## src/rtl/clk_stretch_pkg.sv

```systemverilog
package clk_stretch_pkg;

  // Kind of bus cycle currently in progress.
  typedef enum logic {
    CYC_FAST = 1'b0,
    CYC_SLOW = 1'b1
  } cyc_kind_e;

endpackage

```

## src/rtl/stretch_req_merge.sv

```systemverilog
module stretch_req_merge #(
  parameter int NUM_SEL = 4
) (
  input  logic [NUM_SEL-1:0] sel,
  output logic               req
);
  // Build an OR chain so that any slow device can ask for a stretch.
  logic [NUM_SEL:0] chain;
  assign chain[0] = 1'b0;
  for (genvar i = 0; i < NUM_SEL; i++) begin : g_or
    assign chain[i+1] = chain[i] | sel[i];
  end
  assign req = chain[NUM_SEL];
endmodule

```

## src/rtl/phase_counter.sv

```systemverilog
module phase_counter
  import clk_stretch_pkg::*;
#(
  parameter int CNT_W = 3
) (
  input  logic             clk,
  input  logic             rst,
  input  logic             req,
  output logic [CNT_W-1:0] cnt_q,
  output logic [CNT_W-1:0] cnt_d,
  output cyc_kind_e        kind_d,
  output logic             at_end
);
  // A fast cycle starts with all upper bits set, so it has only two states.
  // A slow cycle starts at zero and runs through every state.
  localparam logic [CNT_W-1:0] FAST_PRESET = {{(CNT_W-1){1'b1}}, 1'b0};
  localparam logic [CNT_W-1:0] SLOW_PRESET = '0;

  cyc_kind_e kind_q;

  assign at_end = &cnt_q;

  always_comb begin
    cnt_d  = cnt_q + 1'b1;
    kind_d = kind_q;
    if (rst) begin
      cnt_d  = FAST_PRESET;
      kind_d = CYC_FAST;
    end else if (at_end) begin
      cnt_d  = req ? SLOW_PRESET : FAST_PRESET;
      kind_d = req ? CYC_SLOW : CYC_FAST;
    end
  end

  always_ff @(posedge clk) begin
    cnt_q  <= cnt_d;
    kind_q <= kind_d;
  end
endmodule

```

## src/rtl/phase_decode.sv

```systemverilog
module phase_decode
  import clk_stretch_pkg::*;
#(
  parameter int CNT_W = 3
) (
  input  logic             clk,
  input  logic             rst,
  input  logic [CNT_W-1:0] cnt_d,
  input  cyc_kind_e        kind_d,
  input  logic             at_end,
  output logic             phi2,
  output logic             tc,
  output logic             cyc_end
);
  // The outputs are decoded from next-state values and then registered,
  // so each one leaves a flop and cannot glitch.
  logic phi2_n;
  assign phi2_n = (kind_d == CYC_SLOW) ? cnt_d[CNT_W-1] : cnt_d[0];

  always_ff @(posedge clk) begin
    if (rst) begin
      phi2    <= 1'b0;
      tc      <= 1'b0;
      cyc_end <= 1'b0;
    end else begin
      phi2    <= phi2_n;
      tc      <= &cnt_d;
      cyc_end <= at_end;
    end
  end
endmodule

```

## src/rtl/clk_stretch_gen.sv

```systemverilog
module clk_stretch_gen
  import clk_stretch_pkg::*;
#(
  parameter int NUM_SEL = 4,
  parameter int CNT_W   = 3
) (
  input  logic               clk,
  input  logic               rst,
  input  logic [NUM_SEL-1:0] slow_sel,
  output logic               phi2,
  output logic               tc,
  output logic               cyc_end
);
  logic             req;
  logic [CNT_W-1:0] cnt_q;
  logic [CNT_W-1:0] cnt_d;
  cyc_kind_e        kind_d;
  logic             at_end;

  stretch_req_merge #(.NUM_SEL(NUM_SEL)) u_merge (
    .sel (slow_sel),
    .req (req)
  );

  phase_counter #(.CNT_W(CNT_W)) u_cnt (
    .clk    (clk),
    .rst    (rst),
    .req    (req),
    .cnt_q  (cnt_q),
    .cnt_d  (cnt_d),
    .kind_d (kind_d),
    .at_end (at_end)
  );

  phase_decode #(.CNT_W(CNT_W)) u_dec (
    .clk     (clk),
    .rst     (rst),
    .cnt_d   (cnt_d),
    .kind_d  (kind_d),
    .at_end  (at_end),
    .phi2    (phi2),
    .tc      (tc),
    .cyc_end (cyc_end)
  );
endmodule

```

## config.mk

```make
export PLATFORM = sky130hd
export DESIGN_NAME = clk_stretch_gen
export DESIGN_NICKNAME = d
export VERILOG_FILES = /design/src/rtl/clk_stretch_pkg.sv /design/src/rtl/stretch_req_merge.sv /design/src/rtl/phase_counter.sv /design/src/rtl/phase_decode.sv /design/src/rtl/clk_stretch_gen.sv
export SDC_FILE = /design/constraint.sdc
export NUM_CORES = 1
export LEC_CHECK = 0
export CAP_MARGIN = 10
export CELL_PAD_IN_SITES_DETAIL_PLACEMENT = 0
export CELL_PAD_IN_SITES_GLOBAL_PLACEMENT = 1
export CORE_AREA = 5 5 42 44
export CTS_BUF_LIST = sky130_fd_sc_hd__clkbuf_4 sky130_fd_sc_hd__clkbuf_8 sky130_fd_sc_hd__clkbuf_16
export CTS_CLUSTER_DIAMETER = 40
export CTS_CLUSTER_SIZE = 8
export DETAILED_ROUTE_END_ITERATION = 10
export DIE_AREA = 0 0 47 49
export HOLD_SLACK_MARGIN = 0.05
export PLACE_DENSITY_LB_ADDON = 0.1
export SKIP_CTS_REPAIR_TIMING = 1
export SYNTH_ARGS = -nofsm -noshare
export SYNTH_HDL_FRONTEND = slang
export SYNTH_SLANG_ARGS = --single-unit
```

## constraint.sdc

```tcl
create_clock -name clk -period 2.55 [get_ports clk]
set_input_delay 0.3825 -clock clk [delete_from_list [all_inputs] [get_ports clk]]
set_output_delay 0.3825 -clock clk [all_outputs]
set_load 0.02 [all_outputs]
```

-- After elaboration in Yosys (flattened, before gate mapping)
Index checks and enable logic that the tools add are counted.
- flip-flop bits (word level): 7
- output and inout bits: 3
- logic and storage cells: 18
- add/subtract/negate cells: 1
- multiplexer cells: 7
- bitwise operators: 3
- reduce and logical (&&, ||, !) cells: 2
- operators with widths (kind ; number):
    3-bit 2-to-1 mux ; 3
    3-bit AND reduction ; 2
    1-bit 2-to-1 mux ; 4
    3-bit by 1-bit adder with 3-bit output, second input constant ; 1
    1-bit OR ; 3

-- Logic depth before layout (Yosys ltp)
Gate-level depths: netlist of run 1.
- depth after elaboration: 7
- depth in mapped cells: 5
- gate-level depth less buffers: 5

-- Hierarchy
From an unflattened synthesis of run 1, not the netlist that was laid out.
- cells, all modules: 22
- area total of the unflattened synthesis: 252.7 um2
- by module, submodules not included (module ; times used ; cells an instance ; area an instance (um2) ; seq. area each (um2)):
    phase_counter ; 1 ; 14 ; 152.6 ; 80.1
    phase_decode ; 1 ; 7 ; 92.6 ; 60.1
    stretch_req_merge ; 1 ; 1 ; 7.5 ; 0.0

-- Least setup slack after synthesis of run 1
Ideal clock, no wire load.
- path type: reg2reg
- from: register u_cnt.cnt_q[0]
- to: register u_dec.phi2
- arrival time: 1.272 ns
- data required time: 2.464 ns
- slack: 1.192 ns
- stages on the path, launching flop included: 6
- buffers on the path: 0
- clock period less this slack: 1.358 ns
- path through: dfxtp_1 -> ha_1 -> ha_1 -> nor2b_1 -> nand2_1 -> a221oi_2
- longest elaborated chain between the ends: 4
- elaborated cells between the ends (all ways): 7
- those cells by class: add/sub: 1; mux: 5; reduce/logical: 1
- ends and longest elaborated chain (what ; line ; RTL):
    start, declared ; phase_counter.sv:9 ; output logic [CNT_W-1:0] cnt_q,
    start signal, assigned ; phase_counter.sv:36 ; cnt_q <= cnt_d;
    3-bit by 1-bit adder with 3-bit output / 3-bit AND reduction (equally long branches) ; phase_counter.sv:24, phase_counter.sv:21 ;
    3-bit 2-to-1 mux / 1-bit 2-to-1 mux (equally long branches) ; phase_counter.sv:29 ; end else if (at_end) begin
    3-bit 2-to-1 mux / 1-bit 2-to-1 mux (equally long branches) ; phase_counter.sv:26 ; if (rst) begin
    1-bit 2-to-1 mux * ; phase_decode.sv:18 ; assign phi2_n = (kind_d == CYC_SLOW) ? cnt_d[CNT_W-1] : cnt_d[0];
    end signal, assigned ; phase_decode.sv:26 ; phi2 <= phi2_n;
    end, declared ; phase_decode.sv:11 ; output logic phi2,
Every way passes the cells marked *; elsewhere a longest branch is shown, timed or not.
A chain may end at the register's enable or synchronous reset.

-- Worst setup path after layout of run 1
- from: register u_dec.tc
- to: output tc
- RTL lines (what ; line ; RTL):
    start, declared ; phase_decode.sv:12 ; output logic tc,
    start signal, assigned ; phase_decode.sv:27 ; tc <= &cnt_d;
    end, declared ; clk_stretch_gen.sv:11 ; output logic tc,
No word-level cell between the ends.

==> load_flow_metrics.sql, run 1 <==
INSERT INTO impl_metrics (metric_group, metric, value, unit) VALUES
('status', 'outcome', 'finished, final reports clean', ''),
('place', 'place.detailed.hpwl', '402', 'um'),
('layout', 'final_net_count', '46', ''),
('clocking', 'numClockSinks', '7', ''),
('timing', 'rsz0062_at_grt', 'false', ''),
('synthesis', 'synthesis.instances', '25', ''),
('layout', 'layout-drive-gt1-share', '18.9', '%'),
('timing', 'fmaxAchievable', '655', 'MHz'),
('hold_path', 'timing.hold.worst.class', 'reg -> reg', ''),
('global_routing', 'overflow', '0', ''),
('layout', 'most_frequent_standard_cell_in_the_layout_excluding_fill_and_tap_cells', 'clkdlybuf4s50_1', ''),
('global_routing', 'grt.total_usage', '6.28', '%'),
('worst_setup_path', 'cp_num_buf_inv', '1', ''),
('worst_setup_path', 'crit_path_start_kind', 'flop', ''),
('layout', 'finalCoreUtilization', '28.8', '%'),
('timing', 'worst-slew-pin-transition', '0.274', 'ns'),
('clocking', 'clock_tree_from_tritoncts', 'yes', ''),
('global_routing', 'first_global_vias', '204', ''),
('synthesis', 'net_count_after_synthesis', '33', ''),
('routing', 'totalWireLength', '487', 'um'),
('floorplanning', 'fp.dieArea', '0.00230', 'mm2'),
('layout', 'flow.area_growth_from_synthesis', '47.5', '%'),
('pwr', 'power.ir.vdd_worst', '0.236', 'mV'),
('clocking', 'number_of_clock_buffers_inserted_by_tritoncts', '3', ''),
('floorplanning', 'die_x', '47', 'um'),
('worst_setup_path', 'critical_path_class', 'reg -> out', ''),
('clocking', 'path_clk_slew', '0.05', 'ns'),
('place', 'dp.cells', '49', ''),
('routing', 'drt_drc_violations_left', '0', ''),
('routing', 'avgRoutedWirePerCell', '9.19', 'um'),
('global_routing', 'grt_first_pass_wirelength', '917', 'um'),
('pwr', 'cell_leakage_power', '0.156', 'nW'),
('layout', 'antenna_cells', '0', ''),
('synthesis', 'synthDominantAreaCellType', 'dfxtp_1', ''),
('floorplanning', 'fp.coreArea', '0.00140', 'mm2'),
('global_routing', 'maximum_number_of_pins_on_one_net_before_global_route_repair', '7', ''),
('routing', 'detail_route.first_pass.iterations', '2', ''),
('layout', 'layout.cells.most_common_list', '8 x clkdlybuf4s50_1, 7 x dfxtp_1, 4 x clkbuf_4', ''),
('clocking', 'htree_levels', '1', ''),
('worst_setup_path', 'worst-endpoint-required', '2.17', 'ns'),
('pwr', 'powerDensity', '748', 'mW/mm2'),
('timing', 'min_period', '1.53', 'ns'),
('synthesis', 'yosys_warn_count', '0', ''),
('place', 'final_weighted_congestion_in_routability_driven_placement', '0.718', ''),
('place', 'dp_slack', '0.981', 'ns'),
('job', 'maxCapViolations', '0', ''),
('timing', 'max_clock_skew', '0.00238', 'ns'),
('global_routing', 'initial_antenna_violation_count', '0', ''),
('timing', 'report.final.setup_viol', '0', ''),
('worst_setup_path', 'critical_path.slowest_cell', 'clkdlybuf4s50_1', ''),
('floorplanning', 'core.rowCount', '14', ''),
('synthesis', 'top_post_synthesis_cells_by_area', 'dfxtp_1 51%, ha_1 9.1%, nor4_4 7.8%', ''),
('synthesis', 'synth.yosys.seq_area_share', '51.1', '%'),
('worst_setup_path', 'end_kind', 'primary output', ''),
('routing', 'vias', '214', ''),
('synthesis', 'yosysTopAreaCellShare', '51.1', '%'),
('synthesis', 'synth_seq_cells', '7', ''),
('worst_setup_path', 'critical_path.top_delay_family', 'buffers and inverters', ''),
('floorplanning', 'start_util', '19.6', '%'),
('synthesis', 'post_synth.cell_area_avg', '11.0', 'um2'),
('timing', 'final-hold-violation-count', '0', ''),
('layout', 'stdcell_count', '53', ''),
('worst_setup_path', 'critical_path_arrival', '1.14', 'ns'),
('timing', 'report.final.slew_viol_count', '0', ''),
('routing', 'ant_nets', '0', ''),
('synthesis', 'syn-cell-area', '274', 'um2'),
('timing', 'post-route-period-util', '59.9', '%'),
('timing', 'setup_tns', '0', 'ns'),
('place', 'buffers_on_ports', '8', ''),
('floorplanning', 'die_height', '49', 'um'),
('place', 'placed_cell_area', '374', 'um2'),
('routing', 'detailedRoute.firstIterationViolations', '1', ''),
('timing', 'max-slew-margin-rel', '81.7', '%'),
('timing', 'finalWorstSetupSlack', '1.02', 'ns'),
('clocking', 'insertion_delay', '0.25', 'ns'),
('synthesis', 'synth_cell_type_count', '13', ''),
('clocking', 'clk_path_buf_depth', '2', ''),
('floorplanning', 'ios', '9', ''),
('layout', 'finish.instance_area', '404', 'um2'),
('worst_setup_path', 'critical_path.cell_chain', 'clkdlybuf4s50_1', ''),
('routing', 'drt-vias-per-instance', '4.04', ''),
('worst_setup_path', 'cp_max_fo', '1', ''),
('worst_setup_path', 'slowest_delay', '0.59', 'ns'),
('clocking', 'clockRootBuffer', 'clkbuf_4', '');
synthesized netlist by cell type:
cell / n
a21oi_1: 2
dfxtp_1: 7
a221oi_2: 1
nor2_1: 2
o21ai_0: 1
inv_1: 1
nor2b_1: 3
nand2b_1: 1
nor4_4: 1
nand2_1: 2
a21boi_0: 1
ha_1: 2
nand2_2: 1
power by group:
group | switching, W | total, W | internal [W]
Combinational | 0.0000310 | 0.0000627 | 0.0000317
Sequential | 0.00000525 | 0.000128 | 0.000123
Clock | 0.0000410 | 0.000111 | 0.0000703
sequential cells by signal (all words and copies together) (netlist names):
name / flops
u_cnt.kind_q: 1
u_dec.phi2: 1
u_dec.tc: 1
u_dec.cyc_end: 1
u_cnt.cnt_q: 3
kinds of logic (layout without fill, tap and decap cells):
family / Yosys count / count (layout) / share of synthesized area (%)
buf+inv: 1 / 13 / 1.37
simple gates: 10 / 10 / 24.7
fa+ha+maj: 2 / 2 / 9.13
compound gates: 5 / 5 / 13.7
flops: 7 / 7 / 51.1
layer usage:
metal  wire [um]  global-route usage [%]
met1         197                    7.28
met2         216                    6.33
met3          49                    3.69
met4          24                    8.29
met5           0                       0
layout make-up:
| class | instances | area (um2) |
|---|---|---|
| fill | 155 | 997 |
| timing repair buffer | 8 | 80.1 |
| inverter | 1 | 3.75 |
| sequential | 7 | 140 |
| multi-input combinational | 17 | 130 |
| tap | 16 | 20.0 |
| clock buffer | 4 | 30.0 |
worst paths after layout:
kind	depth (start not counted)	to	from	slack (ns)
setup reg to reg	5	u_dec.phi2	u_cnt.cnt_q[0]	1.05
hold / removal	1	u_cnt.cnt_q[0]	u_cnt.cnt_q[0]	0.49
hold reg to reg	1	u_cnt.cnt_q[0]	u_cnt.cnt_q[0]	0.49
setup / recovery	1	tc	u_dec.tc	1.02
stage by stage:
stage	power, W	hold WS, ns
finish	0.000302	0.492
floorplan	0.000167	0.439
CTS	0.000308	0.489
detailed placement	0.000195	0.480
global placement	0.000194	0.470
global route	0.000324	0.492
No activity file was read; power rests on OpenSTA's default activity.
==> inputs of run 2 (changes only) <==
- clock period: 2.55 -> 1.25 ns (I/O delays scaled with it)
==> run 2 against run 1 <==
  * The flow now finishes with violations (negative setup slack)
  * Wire length rose by 20%
  * Critical endpoint is now u_dec.phi2
  * Sequential share of layout area is 5.7 points lower
  * Final cell count is 7.5% higher
  * Critical path type is now reg -> reg
==> load_flow_metrics.sql, run 2 (synthesized netlist as in run 1, its figures left out) <==
INSERT INTO impl_metrics (metric_group, metric, value, unit) VALUES
('hold_path', 'worst_hold_path.num_cells', '2', ''),
('routing', 'drt_drc_violations_left', '0', ''),
('floorplanning', 'core.rowCount', '14', ''),
('layout', 'antenna_cells', '0', ''),
('pwr', 'power.share.sequential', '39.1', '%'),
('global_routing', 'grt.total_usage', '6.62', '%'),
('pwr', 'power_switching', '0.000185', 'W'),
('timing', 'final-hold-violation-count', '0', ''),
('layout', 'top_register', 'u_cnt.cnt_q', ''),
('worst_setup_path', 'end_kind', 'flop', ''),
('clocking', 'clk_path_buf_depth', '2', ''),
('timing', 'finalWorstSetupSlack', '-0.0426', 'ns'),
('routing', 'totalWireLength', '584', 'um'),
('routing', 'vias', '235', ''),
('hold_path', 'timing.hold.worst.class', 'reg -> reg', ''),
('worst_setup_path', 'ff2ff_setup_slack', '-0.04', 'ns'),
('pwr', 'power.ir.vdd_worst', '0.470', 'mV'),
('clocking', 'clock_tree_from_tritoncts', 'yes', ''),
('layout', 'layout.cells.most_common_list', '6 x dfxtp_1, 5 x clkdlybuf4s50_1, 4 x clkbuf_4, 4 x buf_4, 3 x dlymetal6s2s_1', ''),
('worst_setup_path', 'r2r.worst_path.cells', '5', ''),
('worst_setup_path', 'cp_max_fo', '4', ''),
('routing', 'avgRoutedWirePerCell', '10.2', 'um'),
('clocking', 'htree_levels', '1', ''),
('timing', 'min_period', '1.29', 'ns'),
('global_routing', 'overflow', '0', ''),
('timing', 'max_clock_skew', '0.00152', 'ns'),
('global_routing', 'maximum_number_of_pins_on_one_net_before_global_route_repair', '6', ''),
('routing', 'detailedRoute.firstIterationViolations', '1', ''),
('floorplanning', 'fp.coreArea', '0.00140', 'mm2'),
('floorplanning', 'die_height', '49', 'um'),
('worst_setup_path', 'critical_path_class', 'reg -> reg', ''),
('clocking', 'numClockSinks', '7', ''),
('layout', 'flow.area_growth_from_synthesis', '78.1', '%'),
('floorplanning', 'ios', '9', ''),
('layout', 'fillers', '167', ''),
('layout', 'most_frequent_standard_cell_in_the_layout_excluding_fill_and_tap_cells', 'dfxtp_1', ''),
('global_routing', 'initial_antenna_violation_count', '0', ''),
('pwr', 'pwr-share-clk', '33.6', '%'),
('routing', 'detail_route.first_pass.iterations', '2', ''),
('timing', 'worst-slew-pin-transition', '0.258', 'ns'),
('floorplanning', 'start_util', '19.6', '%'),
('clocking', 'clockRootBuffer', 'clkbuf_4', ''),
('worst_setup_path', 'regToRegEndpoint', 'u_dec.phi2', ''),
('pwr', 'power.share.switching', '26.9', '%'),
('hold_path', 'terminating_pin_of_the_worst_hold_path', 'u_dec.phi2', ''),
('pwr', 'part_of_the_total_power_dissipated_in_combinational_logic', '27.3', '%'),
('place', 'place.detailed.hpwl', '452', 'um'),
('floorplanning', 'fp.dieArea', '0.00230', 'mm2'),
('timing', 'report.final.slew_viol_count', '0', ''),
('place', 'dp_slack', '-0.146', 'ns'),
('timing', 'rsz0062_at_grt', 'true', ''),
('pwr', 'p_int', '0.000502', 'W'),
('place', 'placed_cell_area', '408', 'um2'),
('routing', 'drt-vias-per-instance', '4.12', ''),
('timing', 'post-route-period-util', '103', '%'),
('pwr', 'cell_leakage_power', '0.233', 'nW'),
('clocking', 'path_clk_slew', '0.05', 'ns'),
('routing', 'ant_nets', '0', ''),
('layout', 'finalCoreUtilization', '34.8', '%'),
('worst_setup_path', 'critical_path_arrival', '1.47', 'ns'),
('layout', 'layout-drive-gt1-share', '46.3', '%'),
('pwr', 'powerDensity', '1410', 'mW/mm2'),
('floorplanning', 'die_x', '47', 'um'),
('clocking', 'insertion_delay', '0.25', 'ns'),
('job', 'maxCapViolations', '0', ''),
('worst_setup_path', 'crit_path_start_kind', 'flop', ''),
('place', 'final_weighted_congestion_in_routability_driven_placement', '0.695', ''),
('clocking', 'number_of_clock_buffers_inserted_by_tritoncts', '3', ''),
('status', 'failed_checks', 'negative setup slack', ''),
('layout', 'final_net_count', '50', ''),
('pwr', 'finalPower', '0.000687', 'W'),
('worst_setup_path', 'worst-endpoint-required', '1.42', 'ns'),
('status', 'outcome', 'finished, violations left', ''),
('timing', 'report.final.setup_viol', '1', ''),
('hold_path', 'worst_hold_startpoint', 'u_cnt.kind_q', ''),
('global_routing', 'first_global_vias', '250', ''),
('layout', 'largest_register_ff_count', '3', ''),
('place', 'buffers_on_ports', '8', ''),
('timing', 'max-slew-margin-rel', '82.7', '%'),
('layout', 'finish.instance_area', '488', 'um2'),
('worst_setup_path', 'regToRegStartpoint', 'u_cnt.cnt_q[0]', ''),
('timing', 'fmaxAchievable', '774', 'MHz'),
('global_routing', 'grt_first_pass_wirelength', '1.00', 'mm');
[run 2: cell count changes in the layout (fill, tap and decap cells not counted), sizes merged]
cell | before | now
buf | 0 | 4
dlymetal6s2s | 0 | 3
clkdlybuf4s50 | 8 | 5
[run 2: cell type report]
cell class,instances,area (um2),share of cell area [%]
Tap cell,16,20.0,4.10
Timing Repair Buffer,12,118,24.1
Inverter,1,3.75,0.769
Sequential cell,7,141,29.0
Multi-Input combinational cell,17,175,35.9
Clock buffer,4,30.0,6.15
[run 2: routing by layer]
metal / share of wire (%) / GRT usage [%] / wire [um]
met5: 0 / 0 / 0
met4: 2.1 / 5.53 / 12
met3: 9.9 / 3.32 / 58
met2: 46 / 9.50 / 269
met1: 42 / 6.80 / 243
[run 2: how the worst max path moves through the flow]
| stage | slack [ns] | end | start | depth (start not counted) |
|---|---|---|---|---|
| floorplan | 0.02 | u_dec.phi2 | u_cnt.cnt_q[0] | 5 |
| global placement | -0.13 | u_cnt.kind_q | slow_sel[3] | 4 |
| detailed placement | -0.15 | u_cnt.kind_q | slow_sel[3] | 4 |
| CTS | -0.11 | phi2 | u_dec.phi2 | 1 |
| global route | -0.10 | u_dec.phi2 | u_cnt.cnt_q[0] | 5 |
| finish | -0.04 | u_dec.phi2 | u_cnt.cnt_q[0] | 5 |
[run 2: power groups by stage]
stage	sequential, W	clock, W	combinational (W)
6_report	0.000268	0.000231	0.000188
5_1_grt	0.000271	0.000253	0.000209
4_1_cts	0.000262	0.000241	0.000164
3_5_place_dp	0.000266	0	0.000164
3_3_place_gp	0.000265	0	0.000162
2_1_floorplan	0.000279	0	0.0000757
[run 2: worst max-delay path, cell delays in order (launching register included)]
cell	delay, ns
dfxtp_2	0.33
ha_4	0.16
ha_4	0.25
nor2b_4	0.17
nand2_2	0.06
a221oi_2	0.24
[run 2: through the flow]
step	TNS, ns	hold WS [ns]	instances
after global placement	-0.364	0.475	52
after floorplan	0	0.254	25
after CTS	-0.588	0.502	56
final	-0.0426	0.523	57
after global routing	-0.102	0.556	57
after detailed placement	-0.471	0.495	52
